$ cat src/rtl/serstat_pkg.sv
package serstat_pkg;

    localparam int NUM_FLAGS = 7;
    localparam int STAT_W    = NUM_FLAGS + 1;

    // flag index = status bit position minus one
    typedef enum logic [2:0] {
        FL_FRAME = 3'd0,
        FL_NOISE = 3'd1,
        FL_OVR   = 3'd2,
        FL_IDLE  = 3'd3,
        FL_RXF   = 3'd4,
        FL_TC    = 3'd5,
        FL_TDE   = 3'd6
    } flag_idx_e;

    typedef struct packed {
        logic stat_rd;
        logic data_rd;
        logic data_wr;
    } bus_evt_t;

    // transmit-side flags are cleared by a data write, the rest by a data read
    function automatic bit flag_is_tx(int idx);
        return (idx == int'(FL_TDE)) || (idx == int'(FL_TC));
    endfunction

    function automatic bit flag_rst_val(int idx);
        return flag_is_tx(idx);
    endfunction

endpackage

$ cat src/rtl/serstat_bus_dec.sv
module serstat_bus_dec
    import serstat_pkg::*;
(
    input  logic     sel_i,
    input  logic     rd_i,
    input  logic     wr_i,
    output bus_evt_t evt_o
);

    // a status-address write produces no event at all
    always_comb begin
        evt_o         = '0;
        evt_o.stat_rd = rd_i & ~sel_i;
        evt_o.data_rd = rd_i &  sel_i;
        evt_o.data_wr = wr_i &  sel_i;
    end

endmodule

$ cat src/rtl/serstat_flag_cell.sv
module serstat_flag_cell #(
    parameter bit RST_VAL = 1'b0
) (
    input  logic clk,
    input  logic rst,
    input  logic set_i,
    input  logic arm_i,
    input  logic clr_i,
    output logic flag_o
);

    logic flag_q;
    logic armed_q;
    logic clr_fire;

    assign clr_fire = armed_q & clr_i;

    always_ff @(posedge clk) begin
        if (rst) begin
            flag_q  <= RST_VAL;
            armed_q <= 1'b0;
        end else begin
            if (set_i) begin
                flag_q <= 1'b1;
            end else if (clr_fire) begin
                flag_q <= 1'b0;
            end

            if (clr_fire) begin
                armed_q <= 1'b0;
            end else if (arm_i) begin
                armed_q <= flag_q;
            end
        end
    end

    assign flag_o = flag_q;

endmodule

$ cat src/rtl/serstat_irq.sv
module serstat_irq #(
    parameter int N = 7
) (
    input  logic [N-1:0] flags_i,
    input  logic [N-1:0] en_i,
    output logic         irq_o
);

    assign irq_o = |(flags_i & en_i);

endmodule

$ cat src/rtl/serstat_ctrl.sv
module serstat_ctrl
    import serstat_pkg::*;
(
    input  logic                 clk,
    input  logic                 rst,
    input  logic                 bus_sel,
    input  logic                 bus_rd,
    input  logic                 bus_wr,
    input  logic                 tx_load,
    input  logic                 tx_quiet,
    input  logic                 rx_full_evt,
    input  logic                 rx_idle_evt,
    input  logic                 rx_ovr_evt,
    input  logic                 rx_noise_evt,
    input  logic                 rx_frame_evt,
    input  logic [NUM_FLAGS-1:0] irq_en,
    output logic [STAT_W-1:0]    status_o,
    output logic                 irq_o
);

    bus_evt_t             evt;
    logic [NUM_FLAGS-1:0] flags;
    logic [NUM_FLAGS-1:0] set_vec;

    serstat_bus_dec u_dec (
        .sel_i (bus_sel),
        .rd_i  (bus_rd),
        .wr_i  (bus_wr),
        .evt_o (evt)
    );

    always_comb begin
        set_vec           = '0;
        set_vec[FL_TDE]   = tx_load;
        set_vec[FL_TC]    = flags[FL_TDE] & tx_quiet;
        set_vec[FL_RXF]   = rx_full_evt;
        set_vec[FL_IDLE]  = rx_idle_evt;
        set_vec[FL_OVR]   = rx_ovr_evt;
        set_vec[FL_NOISE] = rx_noise_evt;
        set_vec[FL_FRAME] = rx_frame_evt;
    end

    for (genvar g = 0; g < NUM_FLAGS; g++) begin : g_flag
        logic clr_sel;
        if (flag_is_tx(g)) begin : g_tx
            assign clr_sel = evt.data_wr;
        end else begin : g_rx
            assign clr_sel = evt.data_rd;
        end

        serstat_flag_cell #(
            .RST_VAL (flag_rst_val(g))
        ) u_cell (
            .clk    (clk),
            .rst    (rst),
            .set_i  (set_vec[g]),
            .arm_i  (evt.stat_rd),
            .clr_i  (clr_sel),
            .flag_o (flags[g])
        );
    end

    serstat_irq #(
        .N (NUM_FLAGS)
    ) u_irq (
        .flags_i (flags),
        .en_i    (irq_en),
        .irq_o   (irq_o)
    );

    assign status_o = {flags, 1'b0};

endmodule

$ cat config.mk
export PLATFORM = sky130hd
export DESIGN_NAME = serstat_ctrl
export DESIGN_NICKNAME = d
export VERILOG_FILES = /design/src/rtl/serstat_pkg.sv /design/src/rtl/serstat_bus_dec.sv /design/src/rtl/serstat_flag_cell.sv /design/src/rtl/serstat_irq.sv /design/src/rtl/serstat_ctrl.sv
export SDC_FILE = /design/constraint.sdc
export NUM_CORES = 1
export LEC_CHECK = 0
export BUFFER_PORTS_ARGS = -buffer_cell sky130_fd_sc_hd__buf_2
export CORE_MARGIN = 1.5
export CORE_UTILIZATION = 47
export CTS_BUF_LIST = sky130_fd_sc_hd__clkbuf_4 sky130_fd_sc_hd__clkbuf_8
export CTS_CLUSTER_SIZE = 20
export DETAILED_ROUTE_END_ITERATION = 8
export GPL_TIMING_DRIVEN = 0
export PLACE_DENSITY = 0.79
export SYNTH_ARGS = -nofsm -noshare
export SYNTH_HDL_FRONTEND = slang
export SYNTH_SLANG_ARGS = --single-unit
$ cat constraint.sdc
create_clock -name clk -period 1.4 [get_ports clk]
set_input_delay 0.07 -clock clk [delete_from_list [all_inputs] [get_ports clk]]
set_output_delay 0.07 -clock clk [all_outputs]
set_load 0.005 [all_outputs]
Yosys cells after proc, flatten, opt, wreduce, memory -nomap -nowiden
Index checks and enable logic that the tools add are counted.
{"block": "op_classes", "reduce_logical": 15, "n_bitwise": 13, "mux": 10}
{"operator": "$reduce_or A2 Y1", "n": 9}
{"operator": "$and A1 B1 Y1", "n": 11}
{"operator": "$mux W1", "n": 10}
{"operator": "$reduce_bool A2 Y1", "n": 5}
{"operator": "$and A7 B7 Y7", "n": 1}
{"operator": "$reduce_or A7 Y1", "n": 1}
{"operator": "$not A1 Y1", "n": 1}
{"block": "word_totals", "reg_bits": 14, "output_inout_bits": 9}

Longest topological paths before layout
Gate-level depths: netlist (run 1).
{"block": "logic_depth", "depth_word": 4, "mapped_depth": 3}

Cells and area by module
A second synthesis (run 1) with hierarchy kept.
{"block": "hier_totals", "hier_cells": 52, "area_unflattened_um2": 611.8}
{"module": "serstat_flag_cell (g_flag[0].u_cell ...)", "area_per_inst_um2": 80.1, "cells_each": 6, "instances": 5}
{"module": "serstat_flag_cell (g_flag[5].u_cell ...)", "area_per_inst_um2": 70.1, "cells_each": 6, "instances": 2}
{"module": "serstat_irq", "area_per_inst_um2": 30.0, "cells_each": 4, "instances": 1}
{"module": "serstat_bus_dec", "area_per_inst_um2": 23.8, "cells_each": 3, "instances": 1}
{"module": "serstat_ctrl", "area_per_inst_um2": 17.5, "cells_each": 3, "instances": 1}

Worst setup path before layout (run 1)
No wires, ideal clock.
{"block": "synth_path", "path_type": "reg-to-output", "startpoint": "reg g_flag[0].u_cell.flag_q", "endpoint": "out irq_o", "t_arrival_ns": 0.716, "stages_incl_launch_ff": 3, "slack_ns": 0.614, "required_time_ns": 1.330, "path_cell_list": "dfxtp_1 a222oi_1 nand3_1"}
{"block": "synth_via", "elab_chain_len": 2}
{"element": "start, declared", "line_no": "serstat_flag_cell.sv:12", "rtl": "logic flag_q;"}
{"element": "start signal, assigned", "line_no": "serstat_flag_cell.sv:20", "rtl": "flag_q <= RST_VAL;"}
{"element": "start signal, assigned", "line_no": "serstat_flag_cell.sv:24", "rtl": "flag_q <= 1'b1;"}
{"element": "start signal, assigned", "line_no": "serstat_flag_cell.sv:26", "rtl": "flag_q <= 1'b0;"}
{"element": "$and A7 B7 Y7", "line_no": "serstat_irq.sv:9", "rtl": "assign irq_o = |(flags_i & en_i);"}
{"element": "$reduce_or A7 Y1", "line_no": "serstat_irq.sv:9"}
{"element": "end, declared", "line_no": "serstat_ctrl.sv:18", "rtl": "output logic irq_o"}
No other way between the ends.

Worst setup path in the final report (run 1)
Same ends and word-level chain as after synthesis.

==> results.toml, run 1 <==
[run_status]
status = "complete, no violations"

[yosys]
synthArstFlopShare = 0
synth_area_leaders = "dfxtp_1 (42%), buf_4 (9.0%), and4b_1 (7.5%), nand2b_1 (6.6%), nand3b_1 (5.6%)"
avgSynthCellArea_um2 = 9.41
synth_top_flop_cell = "dfxtp_1"
synth_commonest_cells = "dfxtp_1 (14), buf_4 (8), nand2b_1 (7)"
yosys.cell_types.count = 19
synth.top_cell.area_share = 0.419
yosysMostFrequentCell = "dfxtp_1"
ys_warn_count = 0
syn-cell-area_um2 = 668
syn_nets = 90
ys_seq_elements = 14
synth_edf_count = 0
synth_cells = 71
yosysTopAreaCell = "dfxtp_1"
synth-seq-area-share = 0.419

[critical_path]
worstPathArrival_ns = 1.18
cp-start-kind = "flip-flop"
crit_fanout = 4
crit_buf_inv = 1
cpLargestDelayFamily = "flip-flops"
cp-end-kind = "output port"
cp_slowest_cell = "dfxtp_1"
crit_type = "reg2out"
worstPathCellList = "a222oi_1 > nand3_1 > buf_2"
critPathRequiredTime_ns = 1.33
cp_slowest_stage_delay_ns = 0.35

[sta]
finalCritPeriodShare = 0.891
clock.fmax_mhz = 802
maxSlewViolCount = 0
setup_viol = 0
final.min_clock_period_ns = 1.25
hold_viol = 0
fin_skew_ns = 0.000114
tns_ns = 0
rsz0062_at_grt = "false"

[placed_design]
hpwl_um = 1030
port_buffers = 26
dp.cells = 112
gp_congestion = 0.722

[clock_tree]
htree_levels = 1
cts_resized = 0
cts_root_buf = "clkbuf_4"
tritoncts = "built"
cts_buffers = 3
holdBufCountCts = 1
clk_pin_slew_ns = 0.09
cts_setup_buffers = 0
clk_latency_ns = 0.28
clock-sinks = 14
cts_max_path_buffers = 2

[global_route]
grt_pass1_wl_um = 2250
grtUsageTotal = 0.214
grt_overflow = 0
antenna_found_initial = 0
grt_pass1_vias = 539
grt_max_degree = 11

[die]
start_util = 0.507
die_h_um = 40.7
ios = 28
die_w_um = 40.7
die-area_mm2 = 0.00166
row_count = 13
coreArea_mm2 = 0.00132

[routing]
drtPass1Iterations = 4
wl_um = 1370
wl_per_cell_um = 11.7
dr.first_iter.drc_count = 15
vias = 607
drc = 0
ant_nets = 0
avgViaCountPerCell = 5.19

[final_layout]
final_layout_size_suffix_gt1_frac = 0.412
diodes = 0
area_growth_pct = 29.2
nets = 122
stdcell_count = 117

[pwr]
power_mw = 0.849
power.density_mw_per_mm2 = 984
peakVddDrop_v = 0.000537
p_leak_nw = 0.392

[flow_run]
drv_cap = 0

[worst_hold_path]
hp-class = "in2reg"
[logic make-up (layout without fill, tap and decap cells)]
kind of cell,after synthesis,in the layout,share of synthesized area
flops,14,14,0.419
simple gates,32,32,0.318
buf+inv,11,42,0.122
compound gates,12,12,0.118
other cells,1,1,0.00561
mux,1,1,0.0169
[report_power, final]
part	switching (mW)	internal (mW)
clock network	0.138	0.158
logic	0.0488	0.0724
registers	0.0149	0.417
total	0.201	0.648
[layout by cell type (no fill, tap or decap)]
cell and n:
a211o_1 1, a21oi_1 5, a221o_1 1, a222oi_1 1, a22oi_1 2, and4b_1 5
buf_2 28, buf_4 8, buf_6 1, clkbuf_4 3, clkbuf_8 1, conb_1 1
dfxtp_1 14, dlygate4sd3_1 1, mux2_2 1, nand2b_1 7, nand3_1 3, nand3b_1 5
nand4bb_1 2, nor2_1 5, nor3_1 5, o21ai_1 2
[routing by layer]
layer  track usage  up-vias  wire length [µm]
li1              -      310                 -
met1         0.248      279               624
met2         0.369       16               673
met3        0.0489        2                67
met4         0.100        0                 8
met5             0        -                 0
[registers in the layout, indices dropped and copies added (netlist names)]
signal                 count
g_flag.u_cell.armed_q      7
g_flag.u_cell.flag_o       7
[metrics by stage]
stage,util,hold slack [ns],setup WS [ns],instance area [µm²]
2_1_floorplan,-,0.164,0.614,668
3_3_place_gp,0.620,0.255,0.488,817
3_5_place_dp,0.620,0.267,0.455,817
4_1_cts,0.655,0.0138,0.135,863
5_1_grt,0.655,0.0124,0.0823,863
6_report,0.655,0.0183,0.152,863
[path summary, 6_finish.rpt]
kind | start | slack (ns) | cells after the start | endpoint
hold reg to reg | g_flag[2].u_cell.armed_q | 0.47 | 2 | g_flag[2].u_cell.armed_q
hold / removal | tx_quiet | 0.02 | 2 | g_flag[5].u_cell.flag_o
setup reg to reg | g_flag[6].u_cell.armed_q | 0.60 | 2 | g_flag[6].u_cell.flag_o
setup / recovery | g_flag[0].u_cell.flag_o | 0.15 | 3 | irq_o
[worst register-to-register path, delay by kind of cell, from the launching register on]
family | cells | cell delay (ns)
flip-flops | 1 | 0.34
AND/OR/NAND/NOR | 1 | 0.08
AO/OA/AOI/OAI | 1 | 0.28
[final cells by class]
| cell class | instances | area, µm² |
|---|---|---|
| Fill cell | 105 | 454 |
| Sequential cell | 14 | 280 |
| Clock buffer | 4 | 36.3 |
| Tap cell | 15 | 18.8 |
| Timing Repair Buffer | 27 | 140 |
| Multi-Input combinational cell | 46 | 307 |
| Buffer | 11 | 81.3 |
Power figures use the tool's default switching activity.
==> inputs of run 2 (changes only) <==
Settings changed: CORE_UTILIZATION 47 to 43, PLACE_DENSITY 0.79 to 0.76, RECOVER_POWER set to 50.
Clock period 1.4 ns to 1 ns, I/O delays scaled along.
==> results.toml, run 2 (same netlist as run 1, synthesis figures left out) <==
[sta]
fin_skew_ns = 0.00714
holdWs_ns = 0.0406
setup_viol = 2
maxSlewViolCount = 0
finalCritPeriodShare = 1.20
clock.fmax_mhz = 835
hold_viol = 0
rsz0062_at_grt = "true"
final.min_clock_period_ns = 1.20
tns_ns = -0.209
setup_ws_ns = -0.198

[critical_path]
worstRegToRegCells = 2
crit_type = "reg2out"
critPathRequiredTime_ns = 0.95
r2r-end = "g_flag[5].u_cell.flag_o"
crit_fanout = 2
cp-end-kind = "output port"
r2r-start = "g_flag[5].u_cell.armed_q"
worstPathArrival_ns = 1.15
r2r_slack_ns = 0.19
cp-start-kind = "flip-flop"

[final_layout]
final_layout_size_suffix_gt1_frac = 0.427
layout_common_cells = "buf_2 (28), dfxtp_1 (12), buf_4 (9)"
area_growth_pct = 30.3
final_common_cell = "buf_2"
nets = 124
stdcell_count = 119
diodes = 0

[routing]
ant_nets = 0
vias = 646
drc = 0
wl_per_cell_um = 12.3
avgViaCountPerCell = 5.43
dr.first_iter.drc_count = 10
drtPass1Iterations = 4
wl_um = 1460

[die]
ios = 28
start_util = 0.454
die-area_mm2 = 0.00180
die_h_um = 42.4
die_w_um = 42.4
row_count = 14
coreArea_mm2 = 0.00147

[clock_tree]
cts_root_buf = "clkbuf_4"
clk_latency_ns = 0.27
clk_pin_slew_ns = 0.08
tritoncts = "built"
clock-sinks = 14
cts_max_path_buffers = 2
cts_buffers = 3
htree_levels = 1

[pwr]
power.density_mw_per_mm2 = 1260
p_sw_mw = 0.262
peakVddDrop_v = 0.000616
intPower_mw = 0.831
seq_power_share = 0.553
comb_power_share = 0.165
switching_share = 0.240
p_leak_nw = 0.394
power.share.clock = 0.282

[worst_hold_path]
hp-start = "rst"
min_to = "g_flag[6].u_cell.flag_o"
whs_path_depth = 2
hp-class = "in2reg"

[global_route]
grt_max_degree = 11
grt_overflow = 0
antenna_found_initial = 0
grtUsageTotal = 0.176
grt_pass1_wl_um = 2420
grt_pass1_vias = 561

[placed_design]
dp.cells = 113
dp_slack_ns = 0.0842
port_buffers = 26
hpwl_um = 1080
gp_congestion = 0.713

[flow_run]
drv_cap = 0

[run_status]
failed_checks = "setup timing"
status = "finished with violations"
run 2: changes by cell type in the layout (fill, tap and decap cells not counted), sizes merged:
cell	before	now
buf	37	38
clkbuf	4	3
dlygate4sd3	1	2
run 2: metrics by stage:
step                      utilization  instance area (µm²)  power, mW
after floorplan                     -                  668      0.708
after global placement          0.556                  818      0.782
after detailed placement        0.556                  818      0.788
after CTS                       0.592                  871       1.10
after global routing            0.592                  871       1.15
final                           0.592                  871       1.09
run 2: area by class of cell:
class	count	area, µm²
timing repair buffer	29	158
clock buffer	3	22.5
sequential	14	283
multi-input combinational	46	307
fill	167	601
tap	16	20.0
buffer	11	81.3
run 2: how the worst max path moves through the flow:
stage                                       start    end  slack [ns]  cells after the start
after global placement    g_flag[0].u_cell.flag_o  irq_o        0.05                      3
after global routing      g_flag[0].u_cell.flag_o  irq_o       -0.28                      3
after CTS                 g_flag[0].u_cell.flag_o  irq_o       -0.21                      3
final                     g_flag[0].u_cell.flag_o  irq_o       -0.20                      3
after detailed placement  g_flag[0].u_cell.flag_o  irq_o        0.08                      3
after floorplan           g_flag[0].u_cell.flag_o  irq_o        0.23                      2
run 2: critical path: stages, from the launching register on:
cell and delay, ns:
dfxtp_2 0.33, a222oi_1 0.32, nand3_1 0.10, buf_2 0.14
run 2: what timing repair did:
action                                 4_1_cts  5_1_grt
hold buffers                                 2        0
pin swaps                                    2        2
setup endpoints to repair                    1        3
setup buffers                                1        0
resized for setup                            2        1
endpoints found under the hold margin        2        0
run 2: power by group through the flow:
stage               logic (mW)  registers (mW)  clock network [mW]
global route             0.199           0.609               0.345
detailed placement       0.169           0.619                   0
CTS                      0.181           0.606               0.313
global placement         0.164           0.618                   0
floorplan               0.0950           0.613                   0
finish                   0.180           0.605               0.309
run 2: per-layer routing:
layer  wire length, µm  global-route usage  share of wire
met5                 0                   0              0
met4                 0              0.0563              0
met3                67              0.0474          0.046
met2               722               0.289           0.49
met1               672               0.223           0.46
